--- src/rtl/nib_cpu_pkg.sv ---
package nib_cpu_pkg;

  localparam int OPW = 4;

  typedef enum logic [OPW-1:0] {
    OP_ADD_A  = 4'b0000,
    OP_MOV_AB = 4'b0001,
    OP_IN_A   = 4'b0010,
    OP_LDI_A  = 4'b0011,
    OP_MOV_BA = 4'b0100,
    OP_ADD_B  = 4'b0101,
    OP_IN_B   = 4'b0110,
    OP_LDI_B  = 4'b0111,
    OP_OUT_B  = 4'b1000,
    OP_OUT_I  = 4'b1001,
    OP_NOP_A  = 4'b1010,
    OP_NOP_B  = 4'b1011,
    OP_NOP_C  = 4'b1100,
    OP_NOP_D  = 4'b1101,
    OP_JNC    = 4'b1110,
    OP_JMP    = 4'b1111
  } op_e;

  // register source select
  typedef enum logic [2:0] {
    SRC_KEEP,
    SRC_SUM,
    SRC_XFER,
    SRC_PORT,
    SRC_IMM
  } src_e;

  typedef enum logic [1:0] {
    OSRC_KEEP,
    OSRC_B,
    OSRC_IMM
  } osrc_e;

  typedef struct packed {
    src_e  a_src;
    src_e  b_src;
    osrc_e out_src;
    logic  carry_we;
    logic  alu_b;    // adder operand: 0 = A, 1 = B
    logic  pc_load;
  } ctrl_t;

endpackage

--- src/rtl/nib_rom.sv ---
module nib_rom #(
  parameter int AW = 4,
  parameter int IW = 8,
  localparam int DEPTH = 1 << AW
) (
  input  logic          clk_i,
  input  logic          rst_ni,
  input  logic          we_i,
  input  logic [AW-1:0] waddr_i,
  input  logic [IW-1:0] wdata_i,
  input  logic [AW-1:0] raddr_i,
  output logic [IW-1:0] rdata_o
);

  logic             run_q;
  logic             wipe;
  logic             wr_en;
  logic [IW-1:0]    mem_q [DEPTH];

  // remembers whether the previous edge saw the core running
  always_ff @(posedge clk_i) run_q <= rst_ni;

  assign wipe  = ~rst_ni & run_q;
  assign wr_en = ~rst_ni & we_i;

  for (genvar i = 0; i < DEPTH; i++) begin : g_ent
    always_ff @(posedge clk_i) begin
      if (wr_en && waddr_i == AW'(i)) mem_q[i] <= wdata_i;
      else if (wipe)                  mem_q[i] <= '0;
    end
  end

  assign rdata_o = mem_q[raddr_i];

endmodule

--- src/rtl/nib_decode.sv ---
module nib_decode
  import nib_cpu_pkg::*;
(
  input  op_e   op_i,
  input  logic  carry_i,
  output ctrl_t ctrl_o
);

  always_comb begin
    ctrl_o          = '0;
    ctrl_o.a_src    = SRC_KEEP;
    ctrl_o.b_src    = SRC_KEEP;
    ctrl_o.out_src  = OSRC_KEEP;
    unique case (op_i)
      OP_ADD_A:  begin ctrl_o.a_src = SRC_SUM; ctrl_o.carry_we = 1'b1; end
      OP_MOV_AB: ctrl_o.a_src = SRC_XFER;
      OP_IN_A:   ctrl_o.a_src = SRC_PORT;
      OP_LDI_A:  ctrl_o.a_src = SRC_IMM;
      OP_MOV_BA: ctrl_o.b_src = SRC_XFER;
      OP_ADD_B:  begin
        ctrl_o.b_src    = SRC_SUM;
        ctrl_o.carry_we = 1'b1;
        ctrl_o.alu_b    = 1'b1;
      end
      OP_IN_B:   ctrl_o.b_src = SRC_PORT;
      OP_LDI_B:  ctrl_o.b_src = SRC_IMM;
      OP_OUT_B:  ctrl_o.out_src = OSRC_B;
      OP_OUT_I:  ctrl_o.out_src = OSRC_IMM;
      OP_JNC:    ctrl_o.pc_load = ~carry_i;
      OP_JMP:    ctrl_o.pc_load = 1'b1;
      default:   ;
    endcase
  end

endmodule

--- src/rtl/nib_alu.sv ---
module nib_alu #(
  parameter int DW = 4
) (
  input  logic [DW-1:0] a_i,
  input  logic [DW-1:0] b_i,
  input  logic          sel_b_i,
  input  logic [DW-1:0] imm_i,
  output logic [DW-1:0] sum_o,
  output logic          co_o
);

  logic [DW-1:0] opnd;
  logic [DW:0]   raw;

  assign opnd          = sel_b_i ? b_i : a_i;
  assign raw           = {1'b0, opnd} + {1'b0, imm_i};
  assign {co_o, sum_o} = raw;

endmodule

--- src/rtl/nib_cpu.sv ---
module nib_cpu
  import nib_cpu_pkg::*;
#(
  parameter int DW = 4,
  localparam int IW = OPW + DW
) (
  input  logic          clk_i,
  input  logic          rst_ni,
  input  logic [DW-1:0] in_i,
  output logic [DW-1:0] out_o,
  input  logic          rom_we_i,
  input  logic [DW-1:0] rom_addr_i,
  input  logic [IW-1:0] rom_data_i,
  output logic [DW-1:0] dbg_a_o,
  output logic [DW-1:0] dbg_b_o,
  output logic [DW-1:0] dbg_pc_o,
  output logic          dbg_carry_o
);

  logic [DW-1:0] a_q, b_q, pc_q, out_q;
  logic          carry_q;
  logic [IW-1:0] instr_w;
  logic [DW-1:0] imm;
  op_e           op;
  ctrl_t         ctrl;
  logic [DW-1:0] sum;
  logic          co;

  nib_rom #(.AW(DW), .IW(IW)) u_rom (
    .clk_i   (clk_i),
    .rst_ni  (rst_ni),
    .we_i    (rom_we_i),
    .waddr_i (rom_addr_i),
    .wdata_i (rom_data_i),
    .raddr_i (pc_q),
    .rdata_o (instr_w)
  );

  assign op  = op_e'(instr_w[IW-1:DW]);
  assign imm = instr_w[DW-1:0];

  nib_decode u_dec (
    .op_i    (op),
    .carry_i (carry_q),
    .ctrl_o  (ctrl)
  );

  nib_alu #(.DW(DW)) u_alu (
    .a_i     (a_q),
    .b_i     (b_q),
    .sel_b_i (ctrl.alu_b),
    .imm_i   (imm),
    .sum_o   (sum),
    .co_o    (co)
  );

  always_ff @(posedge clk_i or negedge rst_ni) begin
    if (!rst_ni) begin
      a_q     <= '0;
      b_q     <= '0;
      pc_q    <= '0;
      out_q   <= '0;
      carry_q <= 1'b0;
    end else begin
      unique case (ctrl.a_src)
        SRC_SUM:  a_q <= sum;
        SRC_XFER: a_q <= b_q;
        SRC_PORT: a_q <= in_i;
        SRC_IMM:  a_q <= imm;
        default:  ;
      endcase
      unique case (ctrl.b_src)
        SRC_SUM:  b_q <= sum;
        SRC_XFER: b_q <= a_q;
        SRC_PORT: b_q <= in_i;
        SRC_IMM:  b_q <= imm;
        default:  ;
      endcase
      unique case (ctrl.out_src)
        OSRC_B:   out_q <= b_q;
        OSRC_IMM: out_q <= imm;
        default:  ;
      endcase
      if (ctrl.carry_we) carry_q <= co;
      pc_q <= ctrl.pc_load ? imm : pc_q + 1'b1;
    end
  end

  assign out_o       = out_q;
  assign dbg_a_o     = a_q;
  assign dbg_b_o     = b_q;
  assign dbg_pc_o    = pc_q;
  assign dbg_carry_o = carry_q;

endmodule

--- config.mk ---
export PLATFORM = sky130hd
export DESIGN_NAME = nib_cpu
export DESIGN_NICKNAME = d
export VERILOG_FILES = /design/src/rtl/nib_cpu_pkg.sv /design/src/rtl/nib_rom.sv /design/src/rtl/nib_decode.sv /design/src/rtl/nib_alu.sv /design/src/rtl/nib_cpu.sv
export SDC_FILE = /design/constraint.sdc
export NUM_CORES = 1
export LEC_CHECK = 0
export BUFFER_PORTS_ARGS = -buffer_cell sky130_fd_sc_hd__buf_4
export CORE_ASPECT_RATIO = 1.4
export CORE_MARGIN = 2
export CORE_UTILIZATION = 55
export DETAILED_ROUTE_END_ITERATION = 8
export PLACE_DENSITY = 0.73
export SYNTH_ARGS = -nofsm -noshare
export SYNTH_HDL_FRONTEND = slang
export SYNTH_SLANG_ARGS = --single-unit
--- constraint.sdc ---
create_clock -name clk_i -period 4.48 [get_ports clk_i]
set_input_delay 0.672 -clock clk_i [delete_from_list [all_inputs] [get_ports clk_i]]
set_output_delay 0.672 -clock clk_i [all_outputs]
set_load 0.01 [all_outputs]
* Word level (Yosys, flattened, before mapping)
Memory sizes are Yosys's and may differ from the RTL's. Index checks and enable logic that the tools add are counted.
Operators by class: $add $sub $neg 2, $mul 0, div/mod/pow operators 0, order comparisons 0, equal/unequal tests 36, shifts and indexed selects 0, mux-type cells 92, bitwise logic cells 20, reduce and logical (&&, ||, !) cells 22
Operator list (count):
- $mux W8 | 16
- $mux W1 | 67
- $eq A4 B4 Y1 const B | 12
- $eq A4 B3 Y1 const B | 8
- $pmux W4 S4 | 2
- $pmux W3 S4 | 2
- $eq A4 B2 Y1 const B | 4
- $logic_and A1 B1 Y1 | 16
- $or A1 B1 Y1 | 16
- $eq A3 B2 Y1 const B | 4
- $eq A4 B1 Y1 const B | 2
- $logic_not A4 Y1 | 2
- $mux W4 | 2
- $pmux W4 S2 | 1
- $reduce_bool A4 Y1 | 2
- $eq A3 B1 Y1 const B | 2
- $eq A3 B3 Y1 const B | 2
- $add A4 B4 Y5 | 1
- $add A4 B1 Y4 const B | 1
- $pmux W2 S2 | 1
- $and A1 B1 Y1 | 2
- $eq A2 B1 Y1 const B | 1
- $eq A2 B2 Y1 const B | 1
- $not A1 Y1 | 2
- other kinds (3) | 3
Storage, ports and cells: register bits after elaboration 18, bits in latches 0, RAM bits 128, memory bits (read-only) 0, input bits 19, output and inout port bits 17, word-level logic and storage cells 179, memories kept 1
Memory list:
- u_rom.mem_q | words 16, width 8, rd ports 1, clocked after memory_dff 0, write ports 16, line nib_rom.sv:18 | logic [IW-1:0] mem_q [DEPTH];

* Logic depth before layout (Yosys ltp)
word-level depth 6, mapped depth 15, gate-level depth less buffers 12

* By module
Synthesis repeated with hierarchy kept, for this count alone.
Second synthesis, totals: cell total of the unflattened synthesis 560, area, all modules 7259.5 um2
By module, submodules not included:
- nib_rom | times used 1, cells each 417, area an instance 5873.1 um2, seq. area each 3783.6 um2
- nib_cpu | times used 1, cells each 103, area an instance 1092.3 um2, seq. area each 425.4 um2
- nib_alu | times used 1, cells each 20, area an instance 180.2 um2, seq. area each 0.0 um2
- nib_decode | times used 1, cells each 20, area an instance 113.9 um2, seq. area each 0.0 um2

* Worst setup path before layout
No wires, ideal clock.
kind reg-to-reg, start point register pc_q[0], in the netlist dbg_pc_o[0], end point register a_q[1], in the netlist dbg_a_o[1], library setup time 91 ps, data arrival time 3278 ps, data required time 4389 ps, path slack 1111 ps, cell stages (with the launch flop) 13, buffers on the path 1, period minus slack after synthesis 3369 ps, path through dfrtp_1 buf_4 mux4_2 a22o_1 nor2_2 nand4_4 mux2_1 ha_1 inv_1 fa_1 nor2_2 a21oi_1 o221ai_1
Between the ends: word-level cells in the longest chain between the ends 6, elaborated cells on any way between the ends 16, classes of those cells add/sub: 1; eq/ne: 8; mux: 4; reduce/logical: 2; memory: 1
RTL lines:
- start: declaration | line nib_cpu.sv:20 | logic [DW-1:0] a_q, b_q, pc_q, out_q;
- start signal: assignment | line nib_cpu.sv:85 | pc_q <= ctrl.pc_load ? imm : pc_q + 1'b1;
- $mem_v2 Z16 W8 *
- $eq A4 B3 Y1 | line nib_decode.sv:14 | unique case (op_i)
- $mux W1 | line nib_decode.sv:14
- $mux W4 | line nib_alu.sv:15 | assign opnd = sel_b_i ? b_i : a_i;
- $add A4 B4 Y5 | line nib_alu.sv:16 | assign raw = {1'b0, opnd} + {1'b0, imm_i};
- $pmux W4 S4 | line nib_cpu.sv:65 | unique case (ctrl.a_src)
- end signal: assignment | line nib_cpu.sv:66 | SRC_SUM: a_q <= sum;
- end signal: assignment | line nib_cpu.sv:67 | SRC_XFER: a_q <= b_q;
- end signal: assignment | line nib_cpu.sv:68 | SRC_PORT: a_q <= in_i;
- end: declaration | line nib_cpu.sv:20
Every way passes the cells marked *; elsewhere a longest branch is shown, timed or not. A chain may end at the register's enable or synchronous reset.

* Worst setup path after layout
start point register pc_q[1], in the netlist dbg_pc_o[1], end point register a_q[1], in the netlist dbg_a_o[1]
The elaborated chain is that of the path after synthesis.

==> run_results.csv <==
group,metric,value,unit
outcome,status,"complete, no violations",
critical_path,crit_path_max_incr_delay,0.71,ns
logic_synthesis,async_flop_share,0.116,
pwr,p_sw_frac,0.355,
global_route,use_met3,0.0484,
sta,post-route-period-util,0.883,
critical_path,crit_start,"dbg_pc_o[1]",
floorplan,core_area,0.0128,mm^2
pwr,cellPowerDensity,652,mW/mm^2
clocking,cts.reportedPaths.clkPinSlew,0.06,ns
critical_path,critPathKind,"reg -> reg",
sta,timing.slew.headroom,0.154,
pwr,p_seq_frac,0.342,
global_route,grt_pass1_wl,25000,um
final_layout,postLayoutCoreUtil,0.631,
final_layout,finish.net_count,577,
route,ant_nets,0,
route,wl,16500,um
clocking,numCtsBuffers,17,
placement,hpwl,11500,um
logic_synthesis,synth_warnings,0,
logic_synthesis,yosys.area.top_type,"edfxtp_1",
critical_path,crit_arrival,4.28,ns
critical_path,critPathMostFrequentCell,"mux4_2",
clocking,cts_buffer_depth,2,
sta,max_freq,253,MHz
floorplan,die_area,0.0140,mm^2
global_route,grt-busiest-layer,"met2",
clocking,cts_sinks,146,
route,drtIter0Drc,394,
logic_synthesis,synth_edf_count,120,
pwr,switchingPower,1.87,mW
route,vias,4406,
clocking,postCtsSetupRepairBufs,0,
flow_run,maxCapViolations,0,
floorplan,dieHeight,139,um
pwr,clkPwrFrac,0.259,
placement,portBuffers,35,
sta,skew,0.00703,ns
logic_synthesis,ys_seq_elements,146,
global_route,first_global_vias,4423,
pwr,vdd_ir_drop_max,0.323,mV
logic_synthesis,synth_top_area_frac,0.502,
critical_path,start_kind,"register",
sta,max_slew.worst_pin.slew,1.27,ns
pwr,leakagePower,3.02,nW
sta,layout_min_cycle_time,3.96,ns
route,dr.pass1.iters,6,
global_route,use_met2,0.419,
logic_synthesis,synthFlopType,"edfxtp_1",
logic_synthesis,synth_area_leaders,"edfxtp_1 50%, mux4_2 9.1%, nor2b_1 6.7%",
logic_synthesis,synth_area,0.00718,mm^2
global_route,grt_util_met1,0.290,
clocking,clockRootBuffer,"clkbuf_16",
floorplan,start_util,0.560,
pwr,combPwrFrac,0.399,
clocking,cts.repair.resized,0,
sta,hold_viol,0,
placement,gp_congestion,0.925,
pwr,power.total,5.28,mW
floorplan,die_w,101,um
sta,holdWs,0.143,ns
final_layout,drive_above_1_share,0.190,
hold_path,hold_class,"in -> async",
global_route,grt-ovfl-total,0,
pwr,intPower,3.40,mW
logic_synthesis,synth_seq_area_share,0.586,
final_layout,diodes,0,
logic_synthesis,synthCells,521,
final_layout,area_growth,12.7,%
clocking,clk_latency,0.41,ns
critical_path,path_buf_inv,2,
logic_synthesis,ys_types,48,
clocking,ctsHtreeMaxLevel,4,
sta,tns,0,ns
critical_path,cp.required,4.80,ns
critical_path,end_kind,"register",
critical_path,crit_chain,"buf_4 -> mux4_2 -> mux4_2 -> nand4_4 -> mux2_1 -> ha_1 -> inv_1 -> fa_1 -> nor2_2 -> a21oi_1 -> o221ai_1",
route,drt-vias-per-instance,6.15,
logic_synthesis,synth_nets,547,
critical_path,cpLargestDelayFamily,"multiplexers",
sta,grt_setup_unrepaired,"no",
logic_synthesis,synth_area_per_cell,13.8,um^2
floorplan,num_io_pins,36,
critical_path,cpMaxStageDelayCell,"mux4_2",
clocking,postCtsHoldBufs,0,
clocking,cts_tree,"built",
global_route,grt_max_degree,33,
global_route,antenna_found_initial,0,
global_route,grt.total_usage,0.247,
critical_path,r2r-start,"dbg_pc_o[1]",
sta,finalSetupViolations,0,
floorplan,rows,49,
route,route.detailed.drc,0,
sta,drv_slew,0,
route,avgRoutedWirePerCell,23.0,um
critical_path,path_max_fanout,16,
==> per-layer routing <==
metal | up-vias | routed length (um)
met3 | 43 | 737
met4 | 0 | 906
met5 | - | 0
met2 | 156 | 8880
met1 | 2214 | 5970
li1 | 1993 | -
==> layout by cell type (no fill, tap or decap), types with 6 or more instances in the layout <==
cell / instances
a21oi_1: 12
a22oi_1: 10
and2_1: 51
buf_4: 39
clkbuf_16: 17
dfrtp_1: 16
dfxtp_1: 9
edfxtp_1: 120
ha_1: 6
mux2_1: 7
mux2i_1: 17
mux4_2: 29
nand2_1: 59
nand3_1: 18
nor2b_1: 77
o21ai_0: 12
o221ai_1: 6
==> flip-flops by register name, indices dropped and copies added, names as in the netlist <==
register and count:
dbg_carry_o 1, dbg_b_o 4, dbg_pc_o 4, u_rom.mem_q 128, dbg_a_o 4, u_rom.run_q 1
out_o 4
==> final timing paths <==
check,end,slack [ns],cells past startpoint
hold / removal,out_o[3],0.14,1
max in group asynchronous,dbg_pc_o[0],4.08,1
setup reg to reg,dbg_a_o[1],0.52,11
min in group clk_i,u_rom.mem_q[8][2],0.46,2
hold reg to reg,u_rom.mem_q[8][2],0.46,2
setup / recovery,dbg_a_o[1],0.52,11
==> area by class of cell <==
class	instances	area, um^2
Clock buffer	19	433
Tap cell	153	191
Inverter	5	18.8
Multi-Input combinational cell	341	2790
Fill cell	944	4720
Clock inverter	13	139
Timing Repair Buffer	40	313
Sequential cell	146	4210
==> cells by family after synthesis <==
group / share of synthesized area
compound gates: 0.0509
xor+xnor: 0.00488
fa+ha+maj: 0.0132
buf+inv: 0.0258
flops: 0.586
mux: 0.149
simple gates: 0.170
==> metrics by stage <==
stage               area (um^2)  std cells  setup WS, ns
floorplan                  7180        521          1.11
global placement           7520        685         0.636
detailed placement         7520        685         0.506
CTS                        8090        717         0.502
global route               8090        717         0.251
finish                     8090        717         0.522
==> power groups by stage <==
stage	Clock [mW]	Sequential (mW)	Combinational, mW
final	1.37	1.81	2.10
after global routing	1.43	1.83	2.29
after CTS	1.37	1.81	2.10
after detailed placement	0	1.84	2.09
after global placement	0	1.83	2.05
after floorplan	0	1.76	1.68
==> synth_stat cells (2+ instances only) <==
library cell	instances
o221ai_2	2
clkbuf_1	16
xnor2_1	3
buf_6	2
nor2b_1	77
buf_4	3
ha_1	6
dfxtp_1	9
and2_1	51
a22oi_1	10
o21ai_0	12
mux4_1	5
a21o_1	3
nand3_1	18
mux2i_1	17
buf_1	3
a22o_1	2
nor2_1	2
nor2_2	2
mux2_1	7
inv_1	4
o221ai_1	6
a21oi_1	12
nor4bb_1	2
dfrtp_1	17
edfxtp_1	120
mux4_2	29
buf_2	3
nand2_1	59
No activity file was read; power rests on OpenSTA's default activity.
